## config.mk

```make
export PLATFORM = sky130hd
export DESIGN_NAME = f2i64_conv
export DESIGN_NICKNAME = d
export VERILOG_FILES = /design/src/rtl/f2i64_pkg.sv /design/src/rtl/f2i64_round.sv /design/src/rtl/f2i64_backcmp.sv /design/src/rtl/f2i64_sticky.sv /design/src/rtl/f2i64_conv.sv
export SDC_FILE = /design/constraint.sdc
export NUM_CORES = 1
export LEC_CHECK = 0
export ABC_AREA = 1
export BUFFER_PORTS_ARGS = -buffer_cell sky130_fd_sc_hd__buf_2
export CAP_MARGIN = 20
export CORE_MARGIN = 2
export CORE_UTILIZATION = 45
export CTS_CLUSTER_SIZE = 28
export DETAILED_ROUTE_END_ITERATION = 8
export HOLD_SLACK_MARGIN = 0.06
export PLACE_DENSITY_LB_ADDON = 0.15
export SYNTH_ARGS = -nofsm -noshare
export SYNTH_HDL_FRONTEND = slang
export SYNTH_SLANG_ARGS = --single-unit
```

## constraint.sdc

```tcl
create_clock -name clk -period 8.24 [get_ports clk]
set_input_delay 1.236 -clock clk [delete_from_list [all_inputs] [get_ports clk]]
set_output_delay 1.236 -clock clk [all_outputs]
set_load 0.01 [all_outputs]
```

## src/rtl/f2i64_pkg.sv

```systemverilog
package f2i64_pkg;
  localparam int EXP_W = 11;
  localparam int MAN_W = 52;
  localparam int FP_W  = 1 + EXP_W + MAN_W;
  localparam int INT_W = 64;
  localparam int BIAS  = (1 << (EXP_W - 1)) - 1;
  localparam int FX_W  = 2 * INT_W;
  localparam int LZ_W  = $clog2(INT_W) + 1;
  localparam int NFLAG = 3;

  typedef enum logic [1:0] {
    RM_NEAR = 2'b00,
    RM_ZERO = 2'b01,
    RM_UP   = 2'b10,
    RM_DOWN = 2'b11
  } rmode_e;

  typedef struct packed {
    logic [INT_W-1:0] value;
    logic             signed_mode;
    logic             nan;
    logic             snan;
    logic             cvi;
    logic             inexact;
    logic             incr;
    logic             inv_en;
    logic             src_sign;
    logic [EXP_W-1:0] src_exp;
    logic [MAN_W-1:0] src_man;
  } cvt_t;

  typedef struct packed {
    logic [INT_W-1:0] value;
    logic             write;
    logic             frac_rnd;
    logic             frac_inexact;
    logic             overflow;
  } res_t;
endpackage

```

## src/rtl/f2i64_round.sv

```systemverilog
module f2i64_round
  import f2i64_pkg::*;
(
  input  logic [FP_W-1:0] operand,
  input  logic [2:0]      cvt_mode,
  input  logic [1:0]      rnd_mode,
  input  logic            inv_en,
  output cvt_t            cvt
);
  localparam int MID_LO = BIAS - 1;
  localparam int BIG_LO = BIAS + INT_W;
  localparam int SH_OFS = INT_W - MAN_W - BIAS;
  localparam logic [INT_W-1:0] SMIN = {1'b1, {(INT_W-1){1'b0}}};
  localparam logic [INT_W-1:0] SMAX = ~SMIN;
  localparam logic [INT_W-1:0] UMIN = '0;
  localparam logic [INT_W-1:0] UMAX = '1;

  logic             sgn;
  logic [EXP_W-1:0] ex;
  logic [MAN_W-1:0] man;
  assign {sgn, ex, man} = operand;

  logic             is_nan, is_zero, is_big, is_mid, tiny_nz;
  logic             guard, sticky, lsb, inc, force_trunc;
  logic             signed_mode, fits, in_range;
  logic [FX_W-1:0]  fx;
  logic [INT_W-1:0] ipart, rmin, rmax, conv_val;
  logic [INT_W:0]   magr;

  always_comb begin
    is_nan  = (ex == '1) && (man != '0);
    is_zero = (ex == '0) && (man == '0);
    is_big  = int'(ex) >= BIG_LO;
    is_mid  = (int'(ex) >= MID_LO) && !is_big;
    tiny_nz = !is_mid && !is_big && !is_zero;

    // fixed point: INT_W integer bits over INT_W fraction bits
    fx = '0;
    if (is_mid)
      fx = {{(FX_W-MAN_W-1){1'b0}}, 1'b1, man} << (int'(ex) + SH_OFS);

    ipart  = fx[FX_W-1:INT_W];
    guard  = fx[INT_W-1];
    sticky = (|fx[INT_W-2:0]) | tiny_nz;
    lsb    = ipart[0];

    force_trunc = cvt_mode[2] || (rnd_mode == RM_ZERO);
    inc = 1'b0;
    if (!force_trunc) begin
      case (rmode_e'(rnd_mode))
        RM_NEAR: inc = guard & (sticky | lsb);
        RM_UP:   inc = !sgn & (guard | sticky);
        RM_DOWN: inc = sgn & (guard | sticky);
        default: inc = 1'b0;
      endcase
    end
    magr = {1'b0, ipart} + {{INT_W{1'b0}}, inc};

    signed_mode = (cvt_mode[2:1] == 2'b00);
    if (signed_mode) begin
      rmin = SMIN;
      rmax = SMAX;
      if (sgn) fits = !magr[INT_W] && (!magr[INT_W-1] || (magr[INT_W-2:0] == '0));
      else     fits = (magr[INT_W:INT_W-1] == 2'b00);
    end else begin
      rmin = UMIN;
      rmax = UMAX;
      if (sgn) fits = (magr == '0);
      else     fits = !magr[INT_W];
    end
    in_range = !is_nan && !is_big && fits;

    if (is_nan)         conv_val = rmin;
    else if (!in_range) conv_val = sgn ? rmin : rmax;
    else if (sgn)       conv_val = ~magr[INT_W-1:0] + 1'b1;
    else                conv_val = magr[INT_W-1:0];

    cvt.value       = conv_val;
    cvt.signed_mode = signed_mode;
    cvt.nan         = is_nan;
    cvt.snan        = is_nan && !man[MAN_W-1];
    cvt.cvi         = !in_range;
    cvt.inexact     = in_range && (guard || sticky);
    cvt.incr        = in_range && inc;
    cvt.inv_en      = inv_en;
    cvt.src_sign    = sgn;
    cvt.src_exp     = ex;
    cvt.src_man     = man;
  end
endmodule

```

## src/rtl/f2i64_backcmp.sv

```systemverilog
module f2i64_backcmp
  import f2i64_pkg::*;
(
  input  cvt_t c,
  output logic equal
);
  localparam int EXP_TOP = BIAS + INT_W - 1;

  logic             rs, found, src_zero, src_norm, exp_ok, man_ok;
  logic [INT_W-1:0] mag, norm;
  logic [LZ_W-1:0]  lz;

  always_comb begin
    rs  = c.signed_mode & c.value[INT_W-1];
    mag = rs ? (~c.value + 1'b1) : c.value;

    lz    = LZ_W'(INT_W);
    found = 1'b0;
    for (int i = INT_W - 1; i >= 0; i--) begin
      if (!found && mag[i]) begin
        lz    = LZ_W'(INT_W - 1 - i);
        found = 1'b1;
      end
    end
    norm = mag << lz;

    src_zero = (c.src_exp == '0) && (c.src_man == '0);
    src_norm = (c.src_exp != '0) && (c.src_exp != '1);
    exp_ok   = int'(c.src_exp) == (EXP_TOP - int'(lz));
    man_ok   = norm == {1'b1, c.src_man, {(INT_W-MAN_W-1){1'b0}}};

    if (!found) equal = src_zero;
    else        equal = src_norm && (rs == c.src_sign) && exp_ok && man_ok;
  end
endmodule

```

## src/rtl/f2i64_sticky.sv

```systemverilog
module f2i64_sticky #(
  parameter int N = 3
) (
  input  logic         clk,
  input  logic         rst_n,
  input  logic         upd,
  input  logic [N-1:0] raise,
  output logic [N-1:0] flags,
  output logic         summary
);
  logic [N-1:0] fresh;

  for (genvar g = 0; g < N; g++) begin : g_flag
    assign fresh[g] = raise[g] & ~flags[g];
    always_ff @(posedge clk or negedge rst_n) begin
      if (!rst_n)   flags[g] <= 1'b0;
      else if (upd) flags[g] <= flags[g] | raise[g];
    end
  end

  always_ff @(posedge clk or negedge rst_n) begin
    if (!rst_n)                summary <= 1'b0;
    else if (upd && |fresh)    summary <= 1'b1;
  end
endmodule

```

## src/rtl/f2i64_conv.sv

```systemverilog
module f2i64_conv
  import f2i64_pkg::*;
(
  input  logic             clk,
  input  logic             rst_n,
  input  logic             in_valid,
  output logic             in_ready,
  input  logic [FP_W-1:0]  in_operand,
  input  logic [2:0]       in_cvt_mode,
  input  logic [1:0]       in_rnd_mode,
  input  logic             in_inv_en,
  output logic             out_valid,
  input  logic             out_ready,
  output logic [INT_W-1:0] out_result,
  output logic             out_write,
  output logic             out_frac_rnd,
  output logic             out_frac_inexact,
  output logic             out_overflow,
  output logic             sticky_snan,
  output logic             sticky_cvi,
  output logic             sticky_inexact,
  output logic             sticky_summary
);
  cvt_t cvt_d, s1;
  res_t res_d, s2;
  logic s1_v, s2_v, adv, eq, vx, supp;
  logic [NFLAG-1:0] flags;

  assign adv      = !s2_v || out_ready;
  assign in_ready = adv;

  f2i64_round u_round (
    .operand  (in_operand),
    .cvt_mode (in_cvt_mode),
    .rnd_mode (in_rnd_mode),
    .inv_en   (in_inv_en),
    .cvt      (cvt_d)
  );

  always_ff @(posedge clk or negedge rst_n) begin
    if (!rst_n)   s1_v <= 1'b0;
    else if (adv) s1_v <= in_valid;
  end

  always_ff @(posedge clk) begin
    if (adv && in_valid) s1 <= cvt_d;
  end

  f2i64_backcmp u_back (
    .c     (s1),
    .equal (eq)
  );

  always_comb begin
    vx   = s1.snan | s1.cvi;
    supp = s1.inv_en & vx;
    res_d.value        = s1.value;
    res_d.write        = !supp;
    res_d.frac_rnd     = !supp & s1.incr;
    res_d.frac_inexact = !supp & s1.inexact;
    res_d.overflow     = !supp & (s1.nan | !eq);
  end

  always_ff @(posedge clk or negedge rst_n) begin
    if (!rst_n)   s2_v <= 1'b0;
    else if (adv) s2_v <= s1_v;
  end

  always_ff @(posedge clk) begin
    if (adv && s1_v) s2 <= res_d;
  end

  f2i64_sticky #(.N(NFLAG)) u_sticky (
    .clk     (clk),
    .rst_n   (rst_n),
    .upd     (adv && s1_v),
    .raise   ({s1.inexact, s1.cvi, s1.snan}),
    .flags   (flags),
    .summary (sticky_summary)
  );

  assign sticky_snan      = flags[0];
  assign sticky_cvi       = flags[1];
  assign sticky_inexact   = flags[2];
  assign out_valid        = s2_v;
  assign out_result       = s2.value;
  assign out_write        = s2.write;
  assign out_frac_rnd     = s2.frac_rnd;
  assign out_frac_inexact = s2.frac_inexact;
  assign out_overflow     = s2.overflow;
endmodule

```

==> results.yml <==
worst_setup_path:
  critPathRequiredTime_ns: 8.51
  start_kind: "primary input"
  critical-path-max-stage-delay_ns: 0.44
  timing.critical_path.mode_cell: "nand2_1"
  crit_type: "primary input to flip-flop"
  arrival_ns: 9.65
  r2r_slack_ns: -0.38
  cp_slowest_cell: "or3b_4"
  cp_max_fo: 11
  crit_path_end_kind: "flip-flop"
place:
  gp_congestion: 1.070
  pre_cts_ws_ns: -1.808
  place_hpwl_um: 88020
  io_buffers: 146
synthesis:
  yosys.area_share.adder_pct: 0.4014
  synth_warnings: 0
  synth_edf_count: 203
  netlist_top_cells_area: "edfxtp_1, nand2_1, nand3_1"
  yosysSeqAreaShare_pct: 25.05
  yosys.area.top_type_share_pct: 24.45
  yosys.area_share.xor_xnor_pct: 6.042
  synth_top_area_cell: "edfxtp_1"
  postSynthAreaPerCell_um2: 6.132
  synth_seq_cells: 209
  synthSimpleGateAreaFrac_pct: 44.10
  synth_ff_type: "edfxtp_1"
  yosysUniqueCellTypes: 69
  syn_area_um2: 24930
  postSynth.asyncResetShare_pct: 2.871
  synthMuxAreaShare_pct: 0.6423
  mappedNetlistNets: 4148
  synthCells: 4066
  synth-compound-area-share_pct: 12.37
  synth_top_family_by_area: "simple AND/OR/NAND/NOR gates"
status:
  violations: "setup timing"
  status: "finished, violations left"
die:
  start_util_pct: 45.35
  io_pins: 148
  die_area_um2: 57310
  rows: 86
  die_w_um: 239.4
  core-area_um2: 54990
  die_h_um: 239.4
layout:
  fill_cells: 5277
  final_core_util_pct: 62.18
  multi_input_area_um2: 16540
  antenna_cells: 0
  register_area_um2: 6246
  layout-drive-gt1-share_pct: 27.35
  layout.nets: 5001
  syn_to_final_growth_pct: 37.12
min_path:
  hold_path_class: "flip-flop to flip-flop"
power_and_ir_drop:
  power-per-cell-area_nw_per_um2: 163.2
  ir_worst_vdd_uv: 202.1
  finalPower_mw: 5.579
  p_leak_nw: 16.11
sta:
  fin_crit_ns: 9.388
  whs_ns: 0.4628
  final_max_slew_viol_count: 0
  setup_ws_ns: -1.148
  slew-limit-headroom_pct: 28.92
  tightest_slew_ns: 1.066
  fin_setup_tns_ns: -70.21
  post-route-period-util_pct: 113.9
  fmax_mhz: 106.5
  setup-violations-final: 68
  fin_worst_skew_ns: 0.01990
  rsz0062_at_grt: "true"
  final-hold-violation-count: 0
detailed_routing:
  vias: 31070
  drt-pass1-iter-count: 7
  wl_um: 106600
  wl_per_cell_um: 18.75
  ant_nets: 0
  remaining_drc_errors: 0
  drt_iter0_markers: 3346
  via_per_inst: 5.467
clock_tree:
  clk_pin_slew_ns: 0.06
  clock_sinks: 209
  cts_tree: "built"
  cts_buffers: 25
  cts_max_level: 1
  ctsHoldBuffers: 0
  clock_path_buffers: 3
  cts_root_buf: "clkbuf_16"
  worstSkewPairLatency_ns: 0.57
job:
  drv_cap: 0
grt:
  grt_usage_pct: 35.71
  grt_pass1_vias: 28000
  grt_antenna_before_repair: 2
  grt_overflow_total: 0
  grt_pass1_wl_um: 157600
  grt_max_degree: 75
[metrics by stage]
step,cell area [um^2],std cells
floorplan,25140,4066
global placement,32370,5600
detailed placement,32370,5600
CTS,33320,5647
global route,34190,5684
finish,34190,5684
[per-layer routing]
layer | GRT usage (%) | wire length, um | up-vias | share of wire, %
met2 | 59.21 | 49070 | 1348 | 46
met4 | 13.58 | 4669 | 2 | 4.4
li1 | - | - | 15280 | -
met3 | 4.218 | 8259 | 274 | 7.8
met5 | 0 | 12 | - | 0.011
met1 | 47.58 | 44540 | 14170 | 42
[cells in the mapped netlist (all sizes together), types with 12 or more instances]
master / instances
nand2: 1092
nand3: 626
nor2: 454
inv: 432
o21ai: 357
edfxtp: 203
buf: 136
xor2: 129
nand4: 118
a21oi: 97
clkbuf: 68
nor3: 55
or2: 49
xnor2: 43
nor4: 32
o21a: 25
a31oi: 17
mux2i: 16
nand3b: 16
o211ai: 13
o22ai: 12
[cells in the final DEF (no fill, tap or decap), types with 34 or more instances in the layout]
cell | netlist | layout
a21oi_1 | 96 | 81
buf_2 | 59 | 143
buf_4 | 20 | 841
edfxtp_1 | 203 | 203
inv_1 | 412 | 400
nand2_1 | 1077 | 1057
nand3_1 | 618 | 617
nand4_1 | 109 | 109
nor2_1 | 422 | 396
nor2_2 | 25 | 43
nor3_1 | 44 | 34
o21ai_0 | 263 | 179
o21ai_1 | 93 | 124
o21ai_2 | 0 | 51
xnor2_1 | 43 | 40
xor2_1 | 129 | 126
[power breakdown]
group	internal (mW)	switching [mW]
clock network	0.595	0.462
logic	1.21	1.93
registers	1.30	0.0855
[cell families (layout without fill, tap and decap cells)]
| group | Yosys count | after routing |
|---|---|---|
| simple gates | 2453 | 2453 |
| buf+inv | 647 | 1517 |
| compound gates | 561 | 561 |
| flops | 209 | 209 |
| xor+xnor | 172 | 172 |
| mux | 16 | 16 |
| fa+ha+maj | 8 | 8 |
[worst paths after layout]
| check | startpoint | to | cells after the start |
|---|---|---|---|
| setup / recovery | in_operand[52] | res_d[48] | 64 |
| hold / removal | u_sticky.summary | u_sticky.summary | 1 |
| setup reg to reg | res_d[5] | out_overflow | 62 |
| hold reg to reg | u_sticky.summary | u_sticky.summary | 1 |
| max in group asynchronous | rst_n | u_sticky.flags[2] | 1 |
| min in group asynchronous | rst_n | u_sticky.flags[0] | 1 |
[flip-flops by register name (all words and copies together) (netlist names)]
| signal | cells |
|---|---|
| out_write | 1 |
| s1_v | 1 |
| s1 | 71 |
| out_overflow | 1 |
| res_d | 64 |
| out_frac_inexact | 1 |
| out_result | 64 |
| u_sticky.flags | 3 |
| out_valid | 1 |
| u_sticky.summary | 1 |
| out_frac_rnd | 1 |
[what timing repair did]
item                       in CTS  in global routing
buffers inserted                3                 29
gates resized for setup        56                177
pin swaps                       1                 33
hold endpoints to repair        0                  0
cloned                          0                 10
setup endpoints to repair      68                 68
[layout make-up]
class	count	area share (%)
inverters	440	4.937
repair buffers	1033	23.37
clock inverters	18	0.4538
well taps	748	2.737
flip-flops and latches	209	18.27
clock buffers	26	1.841
multi-input cells	3210	48.39
[worst max-delay path: cells and delay by family]
kind / cells / cell delay, ns
fa+ha+maj: 2 / 0.38
simple gates: 39 / 4.79
compound gates: 11 / 1.79
xor+xnor: 1 / 0.20
buf+inv: 11 / 1.23
Power figures use the tool's default switching activity.
